$ cat src/rtl/adc_seq_pkg.sv
package adc_seq_pkg;

   typedef enum logic [2:0] {
      ST_OFF,
      ST_ACQ,
      ST_DLY,
      ST_CONV,
      ST_HOLD,
      ST_PDN
   } seq_state_e;

   typedef enum logic [1:0] {
      CS_DIV_A = 2'd0,
      CS_DIV_B = 2'd1,
      CS_DIV_C = 2'd2,
      CS_RC    = 2'd3
   } clk_sel_e;

   localparam logic [1:0] ADDR_CTRL = 2'd0;
   localparam logic [1:0] ADDR_RES  = 2'd1;
   localparam logic [1:0] ADDR_STAT = 2'd2;

   localparam int CTL_EN    = 0;
   localparam int CTL_GO    = 2;
   localparam int CTL_CH_LO = 3;
   localparam int CTL_CS_LO = 6;

   localparam int STA_FLAG = 0;
   localparam int STA_IE   = 1;

endpackage

$ cat src/rtl/adc_tad_gen.sv
module adc_tad_gen #(
   parameter int DIV_A   = 2,
   parameter int DIV_B   = 8,
   parameter int DIV_C   = 32,
   parameter int RC_SYNC = 2
) (
   input  logic       clk,
   input  logic       rst_n,
   input  logic       run,
   input  logic [1:0] sel,
   input  logic       rc_clk,
   output logic       tick
);
   localparam int MAX_AB = (DIV_A > DIV_B) ? DIV_A : DIV_B;
   localparam int MAX_D  = (MAX_AB > DIV_C) ? MAX_AB : DIV_C;
   localparam int CNT_W  = (MAX_D > 2) ? $clog2(MAX_D) : 1;

   logic [CNT_W-1:0] cnt_q;
   logic [CNT_W-1:0] lim;
   logic             rc_edge;
   logic             div_tick;

   always_comb begin
      case (sel)
         2'd0:    lim = CNT_W'(DIV_A - 1);
         2'd1:    lim = CNT_W'(DIV_B - 1);
         default: lim = CNT_W'(DIV_C - 1);
      endcase
   end

   always_ff @(posedge clk) begin
      if (!rst_n)           cnt_q <= '0;
      else if (!run)        cnt_q <= '0;
      else if (cnt_q == lim) cnt_q <= '0;
      else                  cnt_q <= cnt_q + 1'b1;
   end

   assign div_tick = run && (cnt_q == lim);

   generate
      if (RC_SYNC == 0) begin : g_rc_direct
         assign rc_edge = rc_clk;
      end else begin : g_rc_sync
         logic [RC_SYNC:0] sh_q;
         always_ff @(posedge clk) begin
            if (!rst_n) sh_q <= '0;
            else        sh_q <= {sh_q[RC_SYNC-1:0], rc_clk};
         end
         assign rc_edge = sh_q[RC_SYNC-1] & ~sh_q[RC_SYNC];
      end
   endgenerate

   assign tick = (sel == 2'd3) ? (run && rc_edge) : div_tick;

endmodule

$ cat src/rtl/adc_sar_core.sv
module adc_sar_core #(
   parameter int W = 8
) (
   input  logic         clk,
   input  logic         conv,
   input  logic         tick,
   input  logic         cmp_ge,
   output logic [W-1:0] trial,
   output logic         done,
   output logic [W-1:0] res
);
   localparam int IW = (W > 2) ? $clog2(W) : 1;

   logic [W-1:0]  code_q;
   logic [IW-1:0] idx_q;

   always_ff @(posedge clk) begin
      if (!conv) begin
         code_q <= {1'b1, {(W-1){1'b0}}};
         idx_q  <= IW'(W - 1);
      end else if (tick) begin
         code_q[idx_q] <= cmp_ge;
         if (idx_q != '0) begin
            code_q[idx_q - 1'b1] <= 1'b1;
            idx_q                <= idx_q - 1'b1;
         end
      end
   end

   assign done = conv && tick && (idx_q == '0);

   always_comb begin
      res    = code_q;
      res[0] = cmp_ge;
   end

   assign trial = conv ? code_q : '0;

endmodule

$ cat src/rtl/adc_seq_fsm.sv
module adc_seq_fsm
   import adc_seq_pkg::*;
#(
   parameter int INSTR_CYC = 4,
   parameter int HOLD_TAD  = 2
) (
   input  logic clk,
   input  logic rst_n,
   input  logic en,
   input  logic go,
   input  logic rc_mode,
   input  logic sleep_req,
   input  logic ie,
   input  logic tick,
   input  logic sar_done,
   output logic go_clr,
   output logic flag_set,
   output logic wake,
   output logic adc_on,
   output logic in_conv,
   output logic tad_run
);
   localparam int DLY_W  = $clog2(INSTR_CYC + 1);
   localparam int HOLD_W = $clog2(HOLD_TAD + 1);

   seq_state_e        st_q, st_d;
   logic [DLY_W-1:0]  dly_q;
   logic [HOLD_W-1:0] hold_q;
   logic              wake_d;

   always_comb begin
      st_d     = st_q;
      go_clr   = 1'b0;
      flag_set = 1'b0;
      wake_d   = 1'b0;
      case (st_q)
         ST_OFF:  if (en) st_d = ST_ACQ;
         ST_ACQ:  if (go) st_d = rc_mode ? ST_DLY : ST_CONV;
         ST_DLY:  if (dly_q == DLY_W'(INSTR_CYC - 1)) st_d = ST_CONV;
         ST_CONV: begin
            if (!rc_mode && sleep_req) begin
               st_d   = ST_PDN;
               go_clr = 1'b1;
            end else if (sar_done) begin
               st_d     = ST_HOLD;
               go_clr   = 1'b1;
               flag_set = 1'b1;
            end
         end
         ST_HOLD: begin
            if (tick && hold_q == HOLD_W'(HOLD_TAD - 1)) begin
               if (!sleep_req) begin
                  st_d = ST_ACQ;
               end else if (rc_mode && ie) begin
                  st_d   = ST_ACQ;
                  wake_d = 1'b1;
               end else begin
                  st_d = ST_PDN;
               end
            end
         end
         ST_PDN:  if (!sleep_req) st_d = ST_ACQ;
         default: st_d = ST_OFF;
      endcase
      if (!en) begin
         st_d     = ST_OFF;
         flag_set = 1'b0;
         wake_d   = 1'b0;
      end
   end

   always_ff @(posedge clk) begin
      if (!rst_n) begin
         st_q <= ST_OFF;
         wake <= 1'b0;
      end else begin
         st_q <= st_d;
         wake <= wake_d;
      end
   end

   always_ff @(posedge clk) begin
      if (!rst_n || st_q != ST_DLY) dly_q <= '0;
      else                          dly_q <= dly_q + 1'b1;
   end

   always_ff @(posedge clk) begin
      if (!rst_n || st_q != ST_HOLD) hold_q <= '0;
      else if (tick)                 hold_q <= hold_q + 1'b1;
   end

   assign adc_on  = (st_q != ST_OFF) && (st_q != ST_PDN);
   assign in_conv = (st_q == ST_CONV);
   assign tad_run = (st_q == ST_CONV) || (st_q == ST_HOLD);

endmodule

$ cat src/rtl/adc_seq_ctrl.sv
module adc_seq_ctrl
   import adc_seq_pkg::*;
#(
   parameter int DATA_W    = 8,
   parameter int DIV_A     = 2,
   parameter int DIV_B     = 8,
   parameter int DIV_C     = 32,
   parameter int INSTR_CYC = 4,
   parameter int HOLD_TAD  = 2,
   parameter int RC_SYNC   = 2
) (
   input  logic              clk,
   input  logic              rst_n,
   input  logic              reg_wr,
   input  logic [1:0]        reg_addr,
   input  logic [DATA_W-1:0] reg_wdata,
   output logic [DATA_W-1:0] reg_rdata,
   input  logic              cmp_ge,
   output logic [DATA_W-1:0] dac_code,
   output logic [2:0]        chan_sel,
   output logic              adc_on,
   input  logic              rc_clk,
   input  logic              sleep_req,
   output logic              wake,
   output logic              irq_flag
);
   generate
      if (DATA_W != 8) begin : g_bad_width
         $error("adc_seq_ctrl: register layout needs DATA_W == 8");
      end
      if (DIV_A < 2 || DIV_B < 2 || DIV_C < 2) begin : g_bad_div
         $error("adc_seq_ctrl: every divider must be at least 2");
      end
      if (INSTR_CYC < 1 || HOLD_TAD < 1) begin : g_bad_cnt
         $error("adc_seq_ctrl: INSTR_CYC and HOLD_TAD must be at least 1");
      end
      if (RC_SYNC < 0) begin : g_bad_sync
         $error("adc_seq_ctrl: RC_SYNC must not be negative");
      end
   endgenerate

   logic [1:0]        clk_sel_q;
   logic [2:0]        chan_q;
   logic              go_q;
   logic              en_q;
   logic              ie_q;
   logic              flag_q;
   logic [DATA_W-1:0] result_q;

   logic ctrl_wr, stat_wr;
   logic go_clr, flag_set, in_conv, tad_run, tad_tick;
   logic sar_done, rc_mode;
   logic [DATA_W-1:0] sar_res;

   assign ctrl_wr = reg_wr && (reg_addr == ADDR_CTRL);
   assign stat_wr = reg_wr && (reg_addr == ADDR_STAT);
   assign rc_mode = (clk_sel_q == CS_RC);

   always_ff @(posedge clk) begin
      if (!rst_n) begin
         clk_sel_q <= '0;
         chan_q    <= '0;
         en_q      <= 1'b0;
      end else if (ctrl_wr) begin
         clk_sel_q <= reg_wdata[CTL_CS_LO +: 2];
         chan_q    <= reg_wdata[CTL_CH_LO +: 3];
         en_q      <= reg_wdata[CTL_EN];
      end
   end

   always_ff @(posedge clk) begin
      if (!rst_n)                                       go_q <= 1'b0;
      else if (ctrl_wr && !reg_wdata[CTL_EN])           go_q <= 1'b0;
      else if (ctrl_wr && reg_wdata[CTL_GO] && en_q)    go_q <= 1'b1;
      else if (go_clr)                                  go_q <= 1'b0;
   end

   always_ff @(posedge clk) begin
      if (!rst_n) begin
         flag_q <= 1'b0;
         ie_q   <= 1'b0;
      end else begin
         if (flag_set)                              flag_q <= 1'b1;
         else if (stat_wr && !reg_wdata[STA_FLAG])  flag_q <= 1'b0;
         if (stat_wr) ie_q <= reg_wdata[STA_IE];
      end
   end

   always_ff @(posedge clk) begin
      if (flag_set) result_q <= sar_res;
   end

   adc_tad_gen #(
      .DIV_A   (DIV_A),
      .DIV_B   (DIV_B),
      .DIV_C   (DIV_C),
      .RC_SYNC (RC_SYNC)
   ) u_tad (
      .clk    (clk),
      .rst_n  (rst_n),
      .run    (tad_run),
      .sel    (clk_sel_q),
      .rc_clk (rc_clk),
      .tick   (tad_tick)
   );

   adc_sar_core #(
      .W (DATA_W)
   ) u_sar (
      .clk    (clk),
      .conv   (in_conv),
      .tick   (tad_tick),
      .cmp_ge (cmp_ge),
      .trial  (dac_code),
      .done   (sar_done),
      .res    (sar_res)
   );

   adc_seq_fsm #(
      .INSTR_CYC (INSTR_CYC),
      .HOLD_TAD  (HOLD_TAD)
   ) u_fsm (
      .clk       (clk),
      .rst_n     (rst_n),
      .en        (en_q),
      .go        (go_q),
      .rc_mode   (rc_mode),
      .sleep_req (sleep_req),
      .ie        (ie_q),
      .tick      (tad_tick),
      .sar_done  (sar_done),
      .go_clr    (go_clr),
      .flag_set  (flag_set),
      .wake      (wake),
      .adc_on    (adc_on),
      .in_conv   (in_conv),
      .tad_run   (tad_run)
   );

   always_comb begin
      case (reg_addr)
         ADDR_CTRL: reg_rdata = {clk_sel_q, chan_q, go_q, 1'b0, en_q};
         ADDR_RES:  reg_rdata = result_q;
         ADDR_STAT: reg_rdata = {{(DATA_W-2){1'b0}}, ie_q, flag_q};
         default:   reg_rdata = '0;
      endcase
   end

   assign chan_sel = chan_q;
   assign irq_flag = flag_q;

endmodule

$ cat config.mk
export PLATFORM = sky130hd
export DESIGN_NAME = adc_seq_ctrl
export DESIGN_NICKNAME = d
export VERILOG_FILES = /design/src/rtl/adc_seq_pkg.sv /design/src/rtl/adc_tad_gen.sv /design/src/rtl/adc_sar_core.sv /design/src/rtl/adc_seq_fsm.sv /design/src/rtl/adc_seq_ctrl.sv
export SDC_FILE = /design/constraint.sdc
export NUM_CORES = 1
export LEC_CHECK = 0
export ABC_AREA = 1
export BUFFER_PORTS_ARGS = -buffer_cell sky130_fd_sc_hd__buf_2
export CAP_MARGIN = 20
export CORE_UTILIZATION = 42
export DETAILED_ROUTE_END_ITERATION = 10
export PLACE_DENSITY = 0.69
export SYNTH_ARGS = -nofsm -noshare
export SYNTH_HDL_FRONTEND = slang
export SYNTH_HIERARCHICAL = 1
export SYNTH_SLANG_ARGS = --single-unit
export TNS_END_PERCENT = 30
$ cat constraint.sdc
create_clock -name clk -period 3.3 [get_ports clk]
set_input_delay 0.33 -clock clk [delete_from_list [all_inputs] [get_ports clk]]
set_output_delay 0.33 -clock clk [all_outputs]
set_load 0.1 [all_outputs]
== Yosys cells after proc, flatten, opt, wreduce, memory -nomap -nowiden ==
Cells that the tools add are included.
W data, S select, Z words.

* Register bits after elaboration: 45
* Bits of input ports: 16
* Output and inout bits: 22
* Logic and storage cells: 115

* Add/subtract/negate cells: 4
* Order comparisons: 4
* Equal/unequal tests: 20
* Muxes and demuxes: 31
* Bitwise operators: 5
* Reduce and logical (&&, ||, !) cells: 36

{| class="wikitable"
|+ Operators by type and width
! operator !! count
|-
| $mux W3 || 8
|-
| $pmux W8 S3 || 1
|-
| $pmux W3 S6 || 1
|-
| $logic_and A1 B1 Y1 || 16
|-
| $mux W8 || 2
|-
| $mux W1 || 15
|-
| $pmux W5 S2 || 1
|-
| $reduce_and A5 Y1 || 2
|-
| $eq A3 B2 Y1 const B || 3
|-
| $bwmux W8 || 1
|-
| $lt A3 B4 Y1 const B || 2
|-
| $or A8 B8 Y8 || 1
|-
| $demux W1 S3 || 2
|-
| $eq A2 B1 Y1 const B || 3
|-
| $eq A3 B3 Y1 const B || 2
|-
| $ge A3 B1 Y1 const B || 2
|-
| $logic_not A3 Y1 || 2
|-
| $ne A3 B2 Y1 const B || 2
|-
| $ne A3 B3 Y1 const B || 2
|-
| $reduce_bool A3 Y1 || 2
|-
| $add A5 B1 Y5 const B || 1
|-
| $eq A5 B5 Y1 || 1
|-
| $eq A2 B2 Y1 const B || 2
|-
| $logic_not A2 Y1 || 2
|-
| 14 further kinds || 24
|}

== Longest topological paths before layout ==
* Depth after elaboration: 12
* Mapped depth: 17
* Depth with buffers taken out: 15

== Cells and area by module ==
Netlist, hierarchy kept.

{| class="wikitable"
|+ Modules (own cells, without submodules)
! module !! times used !! cells each !! area an instance (sq um) !! seq. area each (sq um)
|-
| adc_sar_core || 1 || 141 || 893.4 || 220.2
|-
| adc_seq_ctrl || 1 || 69 || 689.4 || 420.4
|-
| adc_seq_fsm || 1 || 82 || 555.5 || 180.2
|-
| adc_tad_gen || 1 || 51 || 369.1 || 160.2
|}

== Worst setup path after synthesis ==
OpenSTA, ideal clock, no wires.

* Path kind: register to register
* From: reg u_fsm.st_q[2]
* To: reg result_q[0], enable pin
* Library setup time: 0.374 ns
* Arrival: 2.247 ns
* Required time: 2.926 ns
* Slack: 0.680 ns
* Cell stages (with the launch flop): 13
* Cells stage by stage: dfxtp_1 -> buf_6 -> inv_2 -> nand3_1 -> inv_1 -> or2_2 -> inv_1 -> a21oi_1 -> buf_2 -> inv_2 -> nor3_1 -> nand3_1 -> nor2_1

* Longest elaborated chain between the ends: 10
* Elaborated cells between the ends (all ways): 12
* Those cells by class: eq/ne: 2; mux: 5; reduce/logical: 5

{| class="wikitable"
|+ RTL lines
! item !! line !! source
|-
| from (decl) || adc_seq_fsm.sv:26 || <nowiki>seq_state_e st_q, st_d;</nowiki>
|-
| from (signal assigned) || adc_seq_fsm.sv:77 || <nowiki>st_q <= st_d;</nowiki>
|-
| $eq A3 B2 Y1 * || adc_seq_fsm.sv:93 || <nowiki>assign in_conv = (st_q == ST_CONV);</nowiki>
|-
| via in_conv || adc_seq_ctrl.sv:51 || <nowiki>logic go_clr, flag_set, in_conv, tad_run, tad_tick;</nowiki>
|-
| $logic_or A1 B1 Y1 * || adc_seq_fsm.sv:94 || <nowiki>assign tad_run = (st_q == ST_CONV) || (st_q == ST_HOLD);</nowiki>
|-
| via tad_run || adc_seq_ctrl.sv:51 ||
|-
| $logic_and A1 B1 Y1, on equally long branches || adc_tad_gen.sv:38, adc_tad_gen.sv:53 ||
|-
| $mux W1 * || adc_tad_gen.sv:53 || <nowiki>assign tick = (sel == 2'd3) ? (run && rc_edge) : div_tick;</nowiki>
|-
| via tad_tick || adc_seq_ctrl.sv:51 ||
|-
| $logic_and A1 B1 Y1 * (2 in series) || adc_sar_core.sv:30 || <nowiki>assign done = conv && tick && (idx_q == '0);</nowiki>
|-
| via sar_done || adc_seq_ctrl.sv:52 || <nowiki>logic sar_done, rc_mode;</nowiki>
|-
| $mux W1 * || adc_seq_fsm.sv:44 || <nowiki>end else if (sar_done) begin</nowiki>
|-
| $mux W1 * || adc_seq_fsm.sv:41 || <nowiki>if (!rc_mode && sleep_req) begin</nowiki>
|-
| $mux W1 * || adc_seq_fsm.sv:36 || <nowiki>case (st_q)</nowiki>
|-
| $mux W1 * || adc_seq_fsm.sv:65 || <nowiki>if (!en) begin</nowiki>
|-
| via flag_set || adc_seq_ctrl.sv:51 ||
|-
| to (signal assigned) || adc_seq_ctrl.sv:90 || <nowiki>if (flag_set) result_q <= sar_res;</nowiki>
|-
| to (decl) || adc_seq_ctrl.sv:48 || <nowiki>logic [DATA_W-1:0] result_q;</nowiki>
|}

Mark *: on every way through the listed nets, which the timed path passes. The rest lies on a longest branch.
A chain may end at the register's enable or synchronous reset.

== Final worst setup path ==
* From: reg u_fsm.st_q[2]
* To: reg result_q[0], enable pin

* Longest elaborated chain between the ends: 10
* Elaborated cells between the ends (all ways): 12
* Those cells by class: eq/ne: 2; mux: 5; reduce/logical: 5

{| class="wikitable"
|+ RTL lines
! item !! line
|-
| $eq A3 B2 Y1 or $eq A3 B3 Y1 (tied branches) || adc_seq_fsm.sv:94
|-
| $logic_or A1 B1 Y1 * || adc_seq_fsm.sv:94
|-
| via tad_run || adc_seq_ctrl.sv:51
|-
| $logic_and A1 B1 Y1, on equally long branches || adc_tad_gen.sv:38, adc_tad_gen.sv:53
|-
| $mux W1 * || adc_tad_gen.sv:53
|-
| via tad_tick || adc_seq_ctrl.sv:51
|-
| $logic_and A1 B1 Y1 * (2 in series) || adc_sar_core.sv:30
|-
| via sar_done || adc_seq_ctrl.sv:52
|-
| $mux W1 * || adc_seq_fsm.sv:44
|-
| $mux W1 * || adc_seq_fsm.sv:41
|-
| $mux W1 * || adc_seq_fsm.sv:36
|-
| $mux W1 * || adc_seq_fsm.sv:65
|-
| via flag_set || adc_seq_ctrl.sv:51
|}

Marks and branches as above.

==> flow_summary.html <==
<table>
<tr><th>Metric</th><th>Value</th></tr>
<tr><th colspan="2">Worst setup path</th></tr>
<tr><td>Crit path capture type</td><td>register</td></tr>
<tr><td>Worst reg2reg startpoint</td><td>u_fsm/st_q[2]$_SDFFE_PN0P_</td></tr>
<tr><td>Critical path data required time</td><td>3240 ps</td></tr>
<tr><td>Startpoint class of the critical path</td><td>register</td></tr>
<tr><td>Crit. Startpoint</td><td>u_fsm/st_q[2]$_SDFFE_PN0P_</td></tr>
<tr><td>CP Max Fanout</td><td>9</td></tr>
<tr><td>Classification of the worst setup path</td><td>reg2reg</td></tr>
<tr><td>Arrival time of the worst setup path</td><td>2570 ps</td></tr>
<tr><th colspan="2">Cells and area</th></tr>
<tr><td>Most frequent cells in the layout</td><td>nand2_1 (58), nor2_1 (51), inv_1 (48)</td></tr>
<tr><td>Final std cells w/o fill</td><td>445</td></tr>
<tr><td>Most common cell after layout, fill and taps aside</td><td>nand2_1</td></tr>
<tr><td>Diode insertion count for antenna repair</td><td>0</td></tr>
<tr><td>Combined area of the multi-input logic cells</td><td>0.001182 mm^2</td></tr>
<tr><td>Share of cells above drive strength 1</td><td>21.18%</td></tr>
<tr><td>Fillers</td><td>569</td></tr>
<tr><td>Final core utilization</td><td>49.04%</td></tr>
<tr><td>Area added between synthesis and finish</td><td>10.33%</td></tr>
<tr><td>Register area</td><td>980.9 um^2</td></tr>
<tr><td>Final #Nets</td><td>394</td></tr>
<tr><th colspan="2">Logic synthesis</th></tr>
<tr><td>Synthesized cell area</td><td>0.002507 mm^2</td></tr>
<tr><td>Number of synthesized register bits</td><td>45</td></tr>
<tr><td>Post-synth net total</td><td>365</td></tr>
<tr><td>Synth warn</td><td>6</td></tr>
<tr><td>Per-instance average area after synthesis</td><td>7.310 um^2</td></tr>
<tr><td>Post-synth top area share</td><td>29.54%</td></tr>
<tr><td>Post-synth top area cell</td><td>dfxtp_1</td></tr>
<tr><td>Cell variety after synth</td><td>34</td></tr>
<tr><td>Synth top area cells</td><td>dfxtp_1 (30%), edfxtp_1 (9.6%), nand2_1 (8.7%)</td></tr>
<tr><td>Syn Inst Count</td><td>343</td></tr>
<tr><td>Part of the Yosys area used for sequential elements</td><td>39.12%</td></tr>
<tr><th colspan="2">STA</th></tr>
<tr><td>Final critical-path required period</td><td>2639 ps</td></tr>
<tr><td>Final critical-path setup slack</td><td>661.4 ps</td></tr>
<tr><td>Setup violation total in the final timing report</td><td>0</td></tr>
<tr><td>Clk_skew</td><td>6.693 ps</td></tr>
<tr><td>Transition time at the pin with the least slew margin</td><td>634.4 ps</td></tr>
<tr><td>Highest clock frequency the design can meet</td><td>0.3790 GHz</td></tr>
<tr><td>WHS</td><td>225.0 ps</td></tr>
<tr><td>Count of pins over their slew limit</td><td>0</td></tr>
<tr><td>RSZ-0062 raised after global routing</td><td>false</td></tr>
<tr><td>Sum of negative setup slack</td><td>0 ps</td></tr>
<tr><td>Worst slew margin</td><td>57.55%</td></tr>
<tr><td>Period utilisation layout</td><td>79.96%</td></tr>
<tr><td>Final number of hold-violating endpoints</td><td>0</td></tr>
<tr><th colspan="2">Die</th></tr>
<tr><td>Full die area</td><td>0.006283 mm^2</td></tr>
<tr><td>Starting density of the core</td><td>44.44%</td></tr>
<tr><td>Core outline area</td><td>0.005642 mm^2</td></tr>
<tr><td>Num ports</td><td>38</td></tr>
<tr><td>Die X-Extent</td><td>79.27 um</td></tr>
<tr><td>Row count</td><td>27</td></tr>
<tr><td>Vert. Die Dim</td><td>79.27 um</td></tr>
<tr><th colspan="2">Power</th></tr>
<tr><td>Peak supply drop</td><td>0.0001644 V</td></tr>
<tr><td>Power density relative to cell area</td><td>361.8 mW/mm^2</td></tr>
<tr><td>Leakage component of the power</td><td>1.334 nW</td></tr>
<tr><th colspan="2">Placed design</th></tr>
<tr><td>DP Wirelength</td><td>3789 um</td></tr>
<tr><td>Port buffer count</td><td>37</td></tr>
<tr><td>RePlAce Congestion</td><td>0.8946</td></tr>
<tr><td>Number of instances in the placed design</td><td>437</td></tr>
<tr><td>Pre-CTS setup slack</td><td>655.6 ps</td></tr>
<tr><th colspan="2">Status</th></tr>
<tr><td>Status</td><td>finished, final reports clean</td></tr>
<tr><th colspan="2">Clock network</th></tr>
<tr><td>Maximum root-to-sink buffer count</td><td>2</td></tr>
<tr><td>Root buffer cell</td><td>clkbuf_8</td></tr>
<tr><td>Resized cells post-CTS</td><td>0</td></tr>
<tr><td>Total of hold buffers inserted after clock tree synthesis</td><td>0</td></tr>
<tr><td>H-tree levels</td><td>2</td></tr>
<tr><td>Clock transition at the register clock pins on the worst setup and hold paths after CTS</td><td>80 ps</td></tr>
<tr><td>Num Clock Sinks</td><td>45</td></tr>
<tr><td>Clk_lat worst skew</td><td>300 ps</td></tr>
<tr><td>TritonCTS clock tree</td><td>built</td></tr>
<tr><td>TritonCTS buffer count</td><td>5</td></tr>
<tr><td>Post-CTS Setup Inserts</td><td>0</td></tr>
<tr><th colspan="2">Global routing</th></tr>
<tr><td>Total overflow reported by the global router</td><td>0</td></tr>
<tr><td>Pin count of the biggest net entering global routing</td><td>20</td></tr>
<tr><td>Total global-route track usage</td><td>17.17%</td></tr>
<tr><td>Initial antenna violation count</td><td>0</td></tr>
<tr><td>Global-route wire length before repair</td><td>8452 um</td></tr>
<tr><td>Vias in the first global route</td><td>1920</td></tr>
<tr><th colspan="2">Drt</th></tr>
<tr><td>Violation count after the first detailed-route iteration</td><td>103</td></tr>
<tr><td>Post-detailed-route DRC marker count</td><td>0</td></tr>
<tr><td>DRT antenna net count</td><td>0</td></tr>
<tr><td>Via density per instance</td><td>4.831</td></tr>
<tr><td>Vias post-DR</td><td>2150</td></tr>
<tr><td>WL/cell</td><td>11.28 um</td></tr>
<tr><td>First-pass DRT Iterations</td><td>4</td></tr>
<tr><td>Detailed-route wire length</td><td>5019 um</td></tr>
<tr><th colspan="2">Hold path</th></tr>
<tr><td>Tightest Hold Check Type</td><td>in2reg</td></tr>
<tr><td>Start point of the worst hold path</td><td>rc_clk</td></tr>
<tr><th colspan="2">Run</th></tr>
<tr><td>Max-cap violations</td><td>0</td></tr>
</table>
==> worst max-delay path: stages (launching register included) <==
cell and delay [ps]:
dfxtp_1 480, inv_2 90, nor3_1 300, or2_2 210, inv_1 40, a21oi_1 200, inv_2 80, nor3_1 260
nand3_1 110, nor2_1 500
==> cell usage after synthesis (all sizes together) <==
| cell type | number |
|---|---|
| a21boi | 1 |
| a21oi | 11 |
| a22o | 6 |
| a22oi | 1 |
| buf | 17 |
| dfxtp | 37 |
| edfxtp | 8 |
| ha | 6 |
| inv | 57 |
| mux2i | 1 |
| nand2 | 68 |
| nand3 | 31 |
| nand4 | 12 |
| nor2 | 58 |
| nor3 | 3 |
| nor4 | 1 |
| o211ai | 2 |
| o21ai | 18 |
| or2 | 1 |
| xnor2 | 3 |
| xor2 | 1 |
==> area by class of cell <==
class	instances	area share (%)
repair buffers	39	7.237
flip-flops and latches	45	35.46
inverters	57	8.005
well taps	72	3.256
multi-input cells	224	42.74
clock buffers	5	2.488
clock inverters	3	0.8141
==> path summary, 6_finish.rpt <==
kind	end	slack [ps]	cells past startpoint
max	result_q[0]$_DFFE_PP_	660	9
min	u_tad/g_rc_sync.sh_q[0]$_SDFF_PN0_	220	3
max reg2reg	result_q[0]$_DFFE_PP_	660	9
min reg2reg	u_tad/g_rc_sync.sh_q[1]$_SDFF_PN0_	420	2
==> sequential cells by signal (all words and copies together), names as in the netlist, 3 cells and up <==
name	flops
u_tad/cnt_q	5
u_fsm/dly_q	3
u_sar/idx_q	3
u_fsm/st_q	3
u_tad/g_rc_sync.sh_q	3
chan_sel	3
u_sar/code_q	8
result_q	8
==> cells by family (layout without fill, tap and decap cells) <==
family | Yosys count | in the layout | share of synthesized area (%)
simple gates | 174 | 174 | 32.98
buf+inv | 74 | 104 | 13.72
flops | 45 | 45 | 39.12
compound gates | 39 | 39 | 9.381
fa+ha+maj | 6 | 6 | 2.994
xor+xnor | 4 | 4 | 1.397
mux | 1 | 1 | 0.3992
==> metal layers <==
layer  vias up  track usage, %  wire [um]
li1       1143               -          -
met1       963           22.62       2484
met2        42           27.50       2318
met3         2           5.057        197
met4         0           4.000         19
met5         -               0          0
==> metrics by stage <==
step / total power [mW] / area (um^2)
floorplan: 0.6468 / 2507
global placement: 0.6716 / 2675
detailed placement: 0.6726 / 2675
CTS: 1.017 / 2766
global route: 1.054 / 2766
finish: 1.001 / 2766
==> power by group <==
group          internal [mW]  leakage, nW  switching [mW]
Combinational         0.0219        0.902          0.0684
Sequential             0.563        0.384         0.00651
Clock                  0.150       0.0481           0.191
(Power assumes the default switching activity.)
